`src/rtl/pmcmd_pkg.sv`:
```
package pmcmd_pkg;

   typedef enum logic [1:0] {
      CMD_IDLE    = 2'd0,
      CMD_SCI_ON  = 2'd1,
      CMD_SCI_OFF = 2'd2,
      CMD_TRAP    = 2'd3
   } cmd_kind_e;

   function automatic cmd_kind_e classify_cmd(
      input logic       wr,
      input logic [7:0] code,
      input logic [7:0] on_code,
      input logic [7:0] off_code
   );
      if (!wr)                  return CMD_IDLE;
      else if (code == on_code)  return CMD_SCI_ON;
      else if (code == off_code) return CMD_SCI_OFF;
      else                       return CMD_TRAP;
   endfunction

endpackage

```
`src/rtl/pmcmd_cfg_bank.sv`:
```
module pmcmd_cfg_bank #(
   parameter int DW          = 8,
   parameter int AW          = 8,
   parameter int BASE        = 'h58,
   parameter int NBYTES      = 4,
   parameter bit SMM_PRESENT = 1'b1,
   parameter int GATE_IDX    = 3,
   parameter int GATE_BIT    = 1
) (
   input  logic          clk,
   input  logic          rst_n,
   input  logic [AW-1:0] addr,
   input  logic          wr,
   input  logic [DW-1:0] wdata,
   output logic [DW-1:0] rdata,
   output logic          gate
);
   localparam int IW = (NBYTES > 1) ? $clog2(NBYTES) : 1;

   if (NBYTES < 1 || GATE_IDX >= NBYTES)
      $error("pmcmd_cfg_bank: gate byte outside bank");
   if (GATE_BIT >= DW)
      $error("pmcmd_cfg_bank: gate bit outside byte");
   if (BASE + NBYTES > (1 << AW))
      $error("pmcmd_cfg_bank: window exceeds address space");

   logic [DW-1:0] bytes_q [NBYTES];
   logic [AW-1:0] off;
   logic          hit;
   logic [IW-1:0] idx;

   always_comb begin
      off = cfg_off(addr);
      hit = (addr >= AW'(BASE)) && (off < AW'(NBYTES));
      idx = off[IW-1:0];
   end

   function automatic logic [AW-1:0] cfg_off(input logic [AW-1:0] a);
      return a - AW'(BASE);
   endfunction

   for (genvar i = 0; i < NBYTES; i++) begin : g_byte
      localparam logic [DW-1:0] RST_VAL =
         (i == GATE_IDX && !SMM_PRESENT) ? DW'(1 << GATE_BIT) : '0;
      always_ff @(posedge clk) begin
         if (!rst_n)
            bytes_q[i] <= RST_VAL;
         else if (wr && hit && idx == IW'(i))
            bytes_q[i] <= wdata;
      end
   end

   assign rdata = hit ? bytes_q[idx] : '0;
   assign gate  = bytes_q[GATE_IDX][GATE_BIT];

endmodule

```
`src/rtl/pmcmd_smi_latch.sv`:
```
module pmcmd_smi_latch (
   input  logic clk,
   input  logic rst_n,
   input  logic trap,
   input  logic gate,
   input  logic ack,
   output logic req
);
   logic set_req;

   assign set_req = trap && gate;

   always_ff @(posedge clk) begin
      if (!rst_n)       req <= 1'b0;
      else if (set_req) req <= 1'b1;
      else if (ack)     req <= 1'b0;
   end

endmodule

```
`src/rtl/pmcmd_smi_port.sv`:
```
module pmcmd_smi_port #(
   parameter int         DW          = 8,
   parameter int         AW          = 8,
   parameter int         CFG_BASE    = 'h58,
   parameter int         CFG_BYTES   = 4,
   parameter int         GATE_IDX    = 3,
   parameter int         GATE_BIT    = 1,
   parameter bit         SMM_PRESENT = 1'b1,
   parameter logic [7:0] SCI_ON_CODE  = 8'hF1,
   parameter logic [7:0] SCI_OFF_CODE = 8'hF0
) (
   input  logic          clk,
   input  logic          rst_n,
   input  logic          cmd_wr,
   input  logic [7:0]    cmd_data,
   input  logic          smi_ack,
   input  logic [AW-1:0] cfg_addr,
   input  logic          cfg_wr,
   input  logic [DW-1:0] cfg_wdata,
   output logic [DW-1:0] cfg_rdata,
   output logic [7:0]    cmd_status,
   output logic          sci_en,
   output logic          smi_req
);
   import pmcmd_pkg::*;

   if (SCI_ON_CODE == SCI_OFF_CODE)
      $error("pmcmd_smi_port: reserved codes must differ");

   cmd_kind_e kind;
   logic      smi_gate;

   assign kind = classify_cmd(cmd_wr, cmd_data, SCI_ON_CODE, SCI_OFF_CODE);

   pmcmd_cfg_bank #(
      .DW(DW), .AW(AW), .BASE(CFG_BASE), .NBYTES(CFG_BYTES),
      .SMM_PRESENT(SMM_PRESENT), .GATE_IDX(GATE_IDX), .GATE_BIT(GATE_BIT)
   ) u_bank (
      .clk(clk), .rst_n(rst_n), .addr(cfg_addr), .wr(cfg_wr),
      .wdata(cfg_wdata), .rdata(cfg_rdata), .gate(smi_gate)
   );

   pmcmd_smi_latch u_smi (
      .clk(clk), .rst_n(rst_n), .trap(kind == CMD_TRAP),
      .gate(smi_gate), .ack(smi_ack), .req(smi_req)
   );

   always_ff @(posedge clk) begin
      if (!rst_n) begin
         sci_en     <= 1'b0;
         cmd_status <= 8'h00;
      end else begin
         if (cmd_wr)              cmd_status <= cmd_data;
         if (kind == CMD_SCI_ON)  sci_en <= 1'b1;
         if (kind == CMD_SCI_OFF) sci_en <= 1'b0;
      end
   end

endmodule

```
`config.mk`:
```
export PLATFORM = sky130hd
export DESIGN_NAME = pmcmd_smi_port
export DESIGN_NICKNAME = d
export VERILOG_FILES = /design/src/rtl/pmcmd_pkg.sv /design/src/rtl/pmcmd_cfg_bank.sv /design/src/rtl/pmcmd_smi_latch.sv /design/src/rtl/pmcmd_smi_port.sv
export SDC_FILE = /design/constraint.sdc
export NUM_CORES = 1
export LEC_CHECK = 0
export BUFFER_PORTS_ARGS = -buffer_cell sky130_fd_sc_hd__buf_2
export CORE_ASPECT_RATIO = 2
export CORE_UTILIZATION = 40
export CTS_CLUSTER_DIAMETER = 200
export DETAILED_ROUTE_END_ITERATION = 8
export GPL_TIMING_DRIVEN = 0
export PLACE_DENSITY = 0.73
export SLEW_MARGIN = 0
export SYNTH_ARGS = -nofsm -noshare
export SYNTH_HDL_FRONTEND = slang
export SYNTH_SLANG_ARGS = --single-unit
```
`constraint.sdc`:
```
create_clock -name clk -period 2.9 [get_ports clk]
set_input_delay 0.58 -clock clk [delete_from_list [all_inputs] [get_ports clk]]
set_output_delay 0.58 -clock clk [all_outputs]
set_load 0.1 [all_outputs]
```
# Word-level counts from Yosys, hierarchy flattened

Memory sizes are Yosys's and may differ from the RTL's.
Index checks and enable logic that the tools add are counted.

Logic and storage cells: 53
Register bits: 10
Bits of input ports: 29
RAM bits: 32
Output and inout bits: 18
Memories: 1

Memory list:

| memory         | depth | width | rd ports | clocked after memory_dff | write ports | line                 | source |
|---|---|---|---|---|---|---|---|
| u_bank.bytes_q | 4     | 8     | 2        | 0                        | 4           | pmcmd_cfg_bank.sv:27 | `logic [DW-1:0] bytes_q [NBYTES];` |

Equal/unequal tests: 8
Add/sub/neg operators: 1
Bitwise gates (word level): 5
Multiplexer cells: 23
Reductions and logical operators: 10
Order comparisons: 2

Operators with widths:

| kind                | number |
|---|---|
| $mux 8              | 5 |
| $eq 8x8->1 const B  | 2 |
| $mux 1              | 16 |
| $eq 2x2->1 const B  | 4 |
| $ge 8x7->1 const B  | 1 |
| $lt 8x3->1 const B  | 1 |
| $sub 8x7->8 const B | 1 |
| $logic_and 1x1->1   | 7 |
| $eq 2x1->1 const B  | 2 |
| $mux 2              | 2 |
| $or 1x1->1          | 4 |
| $logic_not 2->1     | 1 |
| $reduce_bool 2->1   | 1 |
| $reduce_or 2->1     | 1 |
| $not 1->1           | 1 |

# Longest topological paths before layout

Depth in word-level cells: 9
Depth in mapped cells: 5
Depth with buffers taken out: 4

# Hierarchy

A second synthesis with hierarchy kept.

Cell total of the unflattened synthesis: 184
Area, all modules: 2393.5 µm²

By module, submodules not included:

| module          | cells an instance | times used | area each (µm²) | seq. area each (µm²) |
|---|---|---|---|---|
| pmcmd_cfg_bank  | 148               | 1          | 1983.2          | 960.9 |
| pmcmd_smi_port  | 32                | 1          | 369.1           | 180.2 |
| pmcmd_smi_latch | 4                 | 1          | 41.3            | 20.0 |

# Worst setup path before layout

No wires, ideal clock.

Kind: input-to-output
Start point: input cfg_addr[3]
End point: output cfg_rdata[0]
Buffers on the path: 1
Arrival: 3.561 ns
Cell stages on the path: 5
Required time: 2.320 ns
Path slack: -1.241 ns
Path through: ha_1 nor2_1 nand3_2 buf_1 nor3b_1

Word-level cells in the longest chain between the ends: 4
Elaborated cells between the ends (all ways): 5
Those cells by class: add/sub (1); order compare (2); mux (1); reduce/logical (1)

RTL lines:

| what                  | line                 | source |
|---|---|---|
| start: declaration    | pmcmd_smi_port.sv:17 | `input logic [AW-1:0] cfg_addr,` |
| $sub 8x7->8           | pmcmd_cfg_bank.sv:39 | `return a - AW'(BASE);` |
| $lt 8x3->1            | pmcmd_cfg_bank.sv:34 | `hit = (addr >= AW'(BASE)) && (off < AW'(NBYTES));` |
| $logic_and 1x1->1 (*) | pmcmd_cfg_bank.sv:34 |  |
| $mux 8 (*)            | pmcmd_cfg_bank.sv:53 | `assign rdata = hit ? bytes_q[idx] : '0;` |
| end: declaration      | pmcmd_smi_port.sv:20 | `output logic [DW-1:0] cfg_rdata,` |

Every way passes the cells marked *; elsewhere a longest branch is shown, timed or not.

# Final worst setup path

Start point: input cfg_addr[3]
End point: output cfg_rdata[6]

Same word-level chain as after synthesis.

==> results.md <==
| Item | This run |
|---|---|
| Clock buffer count from CTS | 5 |
| Largest net degree at the start of global routing | 13 |
| Setup slack of the most critical reg-to-reg path | 2.23 ns |
| IO Port Bufs | 43 |
| Number of endpoints with negative hold slack in the final report | 0 |
| Vias post-DR | 1614 |
| Final std cells w/o fill | 279 |
| Type of the worst min-delay path | flop to flop |
| Syn-to-layout area delta | 21.7% |
| Die boundary width | 54 um |
| Hold Path End | sci_en |
| First-pass GRT wire length | 7.40 mm |
| Final-report max-slew violation count | 0 |
| Clock Tree Buf Depth | 2 |
| FF+latch count, synth | 42 |
| Per-instance average area after synthesis | 12.9 um^2 |
| Top-level I/O count | 47 |
| Mapped Cells | 168 |
| Sequence of cells on the critical path | buf_2 -> ha_1 -> nor2_1 -> nand3_2 -> clkbuf_2 -> nor3b_2 -> buf_4 |
| Layout cells sized above 1 | 39.4% |
| Sum of overflow across all layers after global routing | 0 |
| Drt first-iter violations | 56 |
| Critical path fanouts, max | 10 |
| Syn Nets | 198 |
| Worst Reg-to-Reg Cells | 2 |
| Post-DP HPWL | 3.61 mm |
| VDD IR max | 0.000311 V |
| Total leakage power | 0.935 nW |
| Detailed Routing Iterations Pass 1 | 4 |
| Number of sinks on the clock net | 42 |
| Buffers & Inverters on Critical Path | 3 |
| Number of synthesized flops with an enable pin | 32 |
| RSZ-0062 raised after global routing | no |
| Clock slew at the register clock pins of the worst setup and hold paths | 0.07 ns |
| Achievable Freq | 364 MHz |
| Clock latency at the later pin of the worst-skew pair | 0.28 ns |
| Clock tree from TritonCTS | built |
| Post-route core utilization | 50.8% |
| Vias in the first global route | 1631 |
| WP data required | 2.32 ns |
| Least-Margin Pin Slew | 0.864 ns |
| Post-synthesis instance area | 0.00216 mm^2 |
| CP Capture Type | primary output |
| Hold buffer count at cts | 0 |
| Placed Cells incl. Taps | 271 |
| Synth cell types | 31 |
| Worst reg2reg path startpoint | u_bank.bytes_q[3][1] |
| Power consumption | 1.28 mW |
| Type of the setup path with the least slack | input pin to primary output |
| H-Tree Level Count | 2 |
| Final Routed Wirelength | 4.65 mm |
| Antenna fix cells | 0 |
| Number of stages on the worst hold path | 2 |
| Pwr/cell area | 484 mW/mm^2 |
| Share of synthesized flip-flops with an asynchronous set or reset | 0% |
| Max Cap Viol | 0 |
| Final count of negative-setup-slack endpoints | 0 |
| Cell accounting for the most synthesized area | edfxtp_1 |
| Floorplan row count | 37 |
| Share of Yosys cell area claimed by the top area cell type | 44.4% |
| Initial cell density of the core | 41.7% |
| WL/cell | 16.7 um |
| Initial antenna violation count | 0 |
| Most frequent cells in the layout | buf_2 (42), edfxtp_1 (32), nor4_1 (29) |
| Drt drc | 0 |
| Root buffer cell | clkbuf_8 |
| Post-route setup TNS | 0 ns |
| Area inside the core boundary | 0.00518 mm^2 |
| Overall fraction of global-route tracks in use | 18.0% |
| Setup skew after layout | 0.000441 ns |
| Routability-driven placement congestion ratio | 0.801 |
| Cell with the largest stage delay on the worst path | buf_4 |
| Warnings from Yosys | 0 |
| Crit path arrival time | 2.17 ns |
| Leading cell type in the layout, fill and taps excluded | buf_2 |
| Setup repair bufs after CTS | 0 |
| Largest stage delay on the critical path | 0.32 ns |
| Kind of start point of the critical path | input pin |
| Post-route clock period utilization | 94.8% |
| Prevailing post-synth register cell | edfxtp_1 |
| Placement-stage cell area | 0.00252 mm^2 |
| Layout Cell Area excl Fill | 0.00263 mm^2 |
| DIE AREA | 0.00572 mm^2 |
| Avg Vias per Cell | 5.78 |
| Run status | completed |
| Ranking of synthesized cells by area | edfxtp_1 (44%), dfxtp_1 (9.3%), nor4_1 (8.4%), mux4_2 (5.2%), mux2i_1 (3.7%) |
| Number of nets in the layout | 250 |
| Final period demand of the worst path | 2.75 ns |
| Slew headroom | 42.0% |
| Worst hold path startpoint | sci_en |
| Detail Route Antenna Nets | 0 |
| DIE HEIGHT | 106 um |
| Share of the yosys chip area belonging to registers | 53.7% |
| Top cell family by delay on the critical path | buffers and inverters |
| Endpoint of the worst-slack reg-to-reg timing path | u_smi.req |
[power breakdown]
part | internal [mW] | total [mW] | switching (mW)
Sequential | 0.675 | 0.684 | 0.00897
Clock | 0.171 | 0.359 | 0.188
Combinational | 0.0793 | 0.232 | 0.152
[how the worst max path moves through the flow]
stage	start	endpoint	slack, ns	depth (start not counted)
3_3_place_gp	cfg_addr[3]	u_bank.bytes_q[1][4]	-0.48	5
2_1_floorplan	cfg_addr[3]	cfg_rdata[0]	-0.34	5
3_5_place_dp	cfg_addr[3]	u_bank.bytes_q[3][6]	-0.38	6
6_report	cfg_addr[3]	cfg_rdata[6]	0.15	7
5_1_grt	cfg_addr[3]	cfg_rdata[6]	0.03	7
4_1_cts	cfg_addr[3]	cfg_rdata[6]	0.03	7
[final cells by class]
type	count	area (um^2)
Sequential cell	42	1160
Timing Repair Buffer	45	250
Clock buffer	8	80.1
Multi-Input combinational cell	108	932
Tap cell	58	72.6
Buffer	18	136
Fill cell	471	2550
[cell families (layout without fill, tap and decap cells)]
logic type	after synthesis	after routing	share of synthesized area, %
compound gates	8	8	2.83
xor+xnor	1	1	0.405
fa+ha+maj	1	1	0.578
buf+inv	18	71	6.25
flops	42	42	53.7
mux	16	16	12.6
simple gates	82	82	23.7
[worst reg2reg max path, cell delays in order, from the launching register on]
cell and delay (ns):
edfxtp_1 0.39, nand3_1 0.09, o22ai_1 0.07
[layer usage]
layer | share of wire (%) | vias to the layer above | GRT usage (%)
met4 | 3.4 | 0 | 9.89
li1 | - | 768 | -
met3 | 4.6 | 12 | 2.72
met1 | 34 | 768 | 17.7
met2 | 58 | 66 | 33.0
met5 | 0 | - | 0
[state kept, by name, summed over array words and instances, names as in the netlist]
| register | count |
|---|---|
| u_smi.req | 1 |
| sci_en | 1 |
| cmd_status | 8 |
| u_bank.bytes_q | 32 |
[what timing repair did]
action | CTS | global route
resized for setup | 10 | 1
hold endpoints to repair | 0 | 0
setup endpoints to repair | 24 | 8
[metrics by stage]
step / setup WS, ns / hold WS [ns]
floorplan: -0.335 / 0.551
global placement: -0.478 / 0.441
detailed placement: -0.379 / 0.451
CTS: 0.0329 / 0.461
global route: 0.0349 / 0.469
finish: 0.152 / 0.456
[Yosys cell counts, types with 4 or more instances]
cell,n
buf_2,7
nand2b_1,11
nor4_2,4
mux4_2,5
nor3b_1,8
nand2_1,15
edfxtp_1,32
mux2i_1,8
dfxtp_1,10
nor4_1,29
nor2b_1,8
Power figures use the tool's default switching activity.
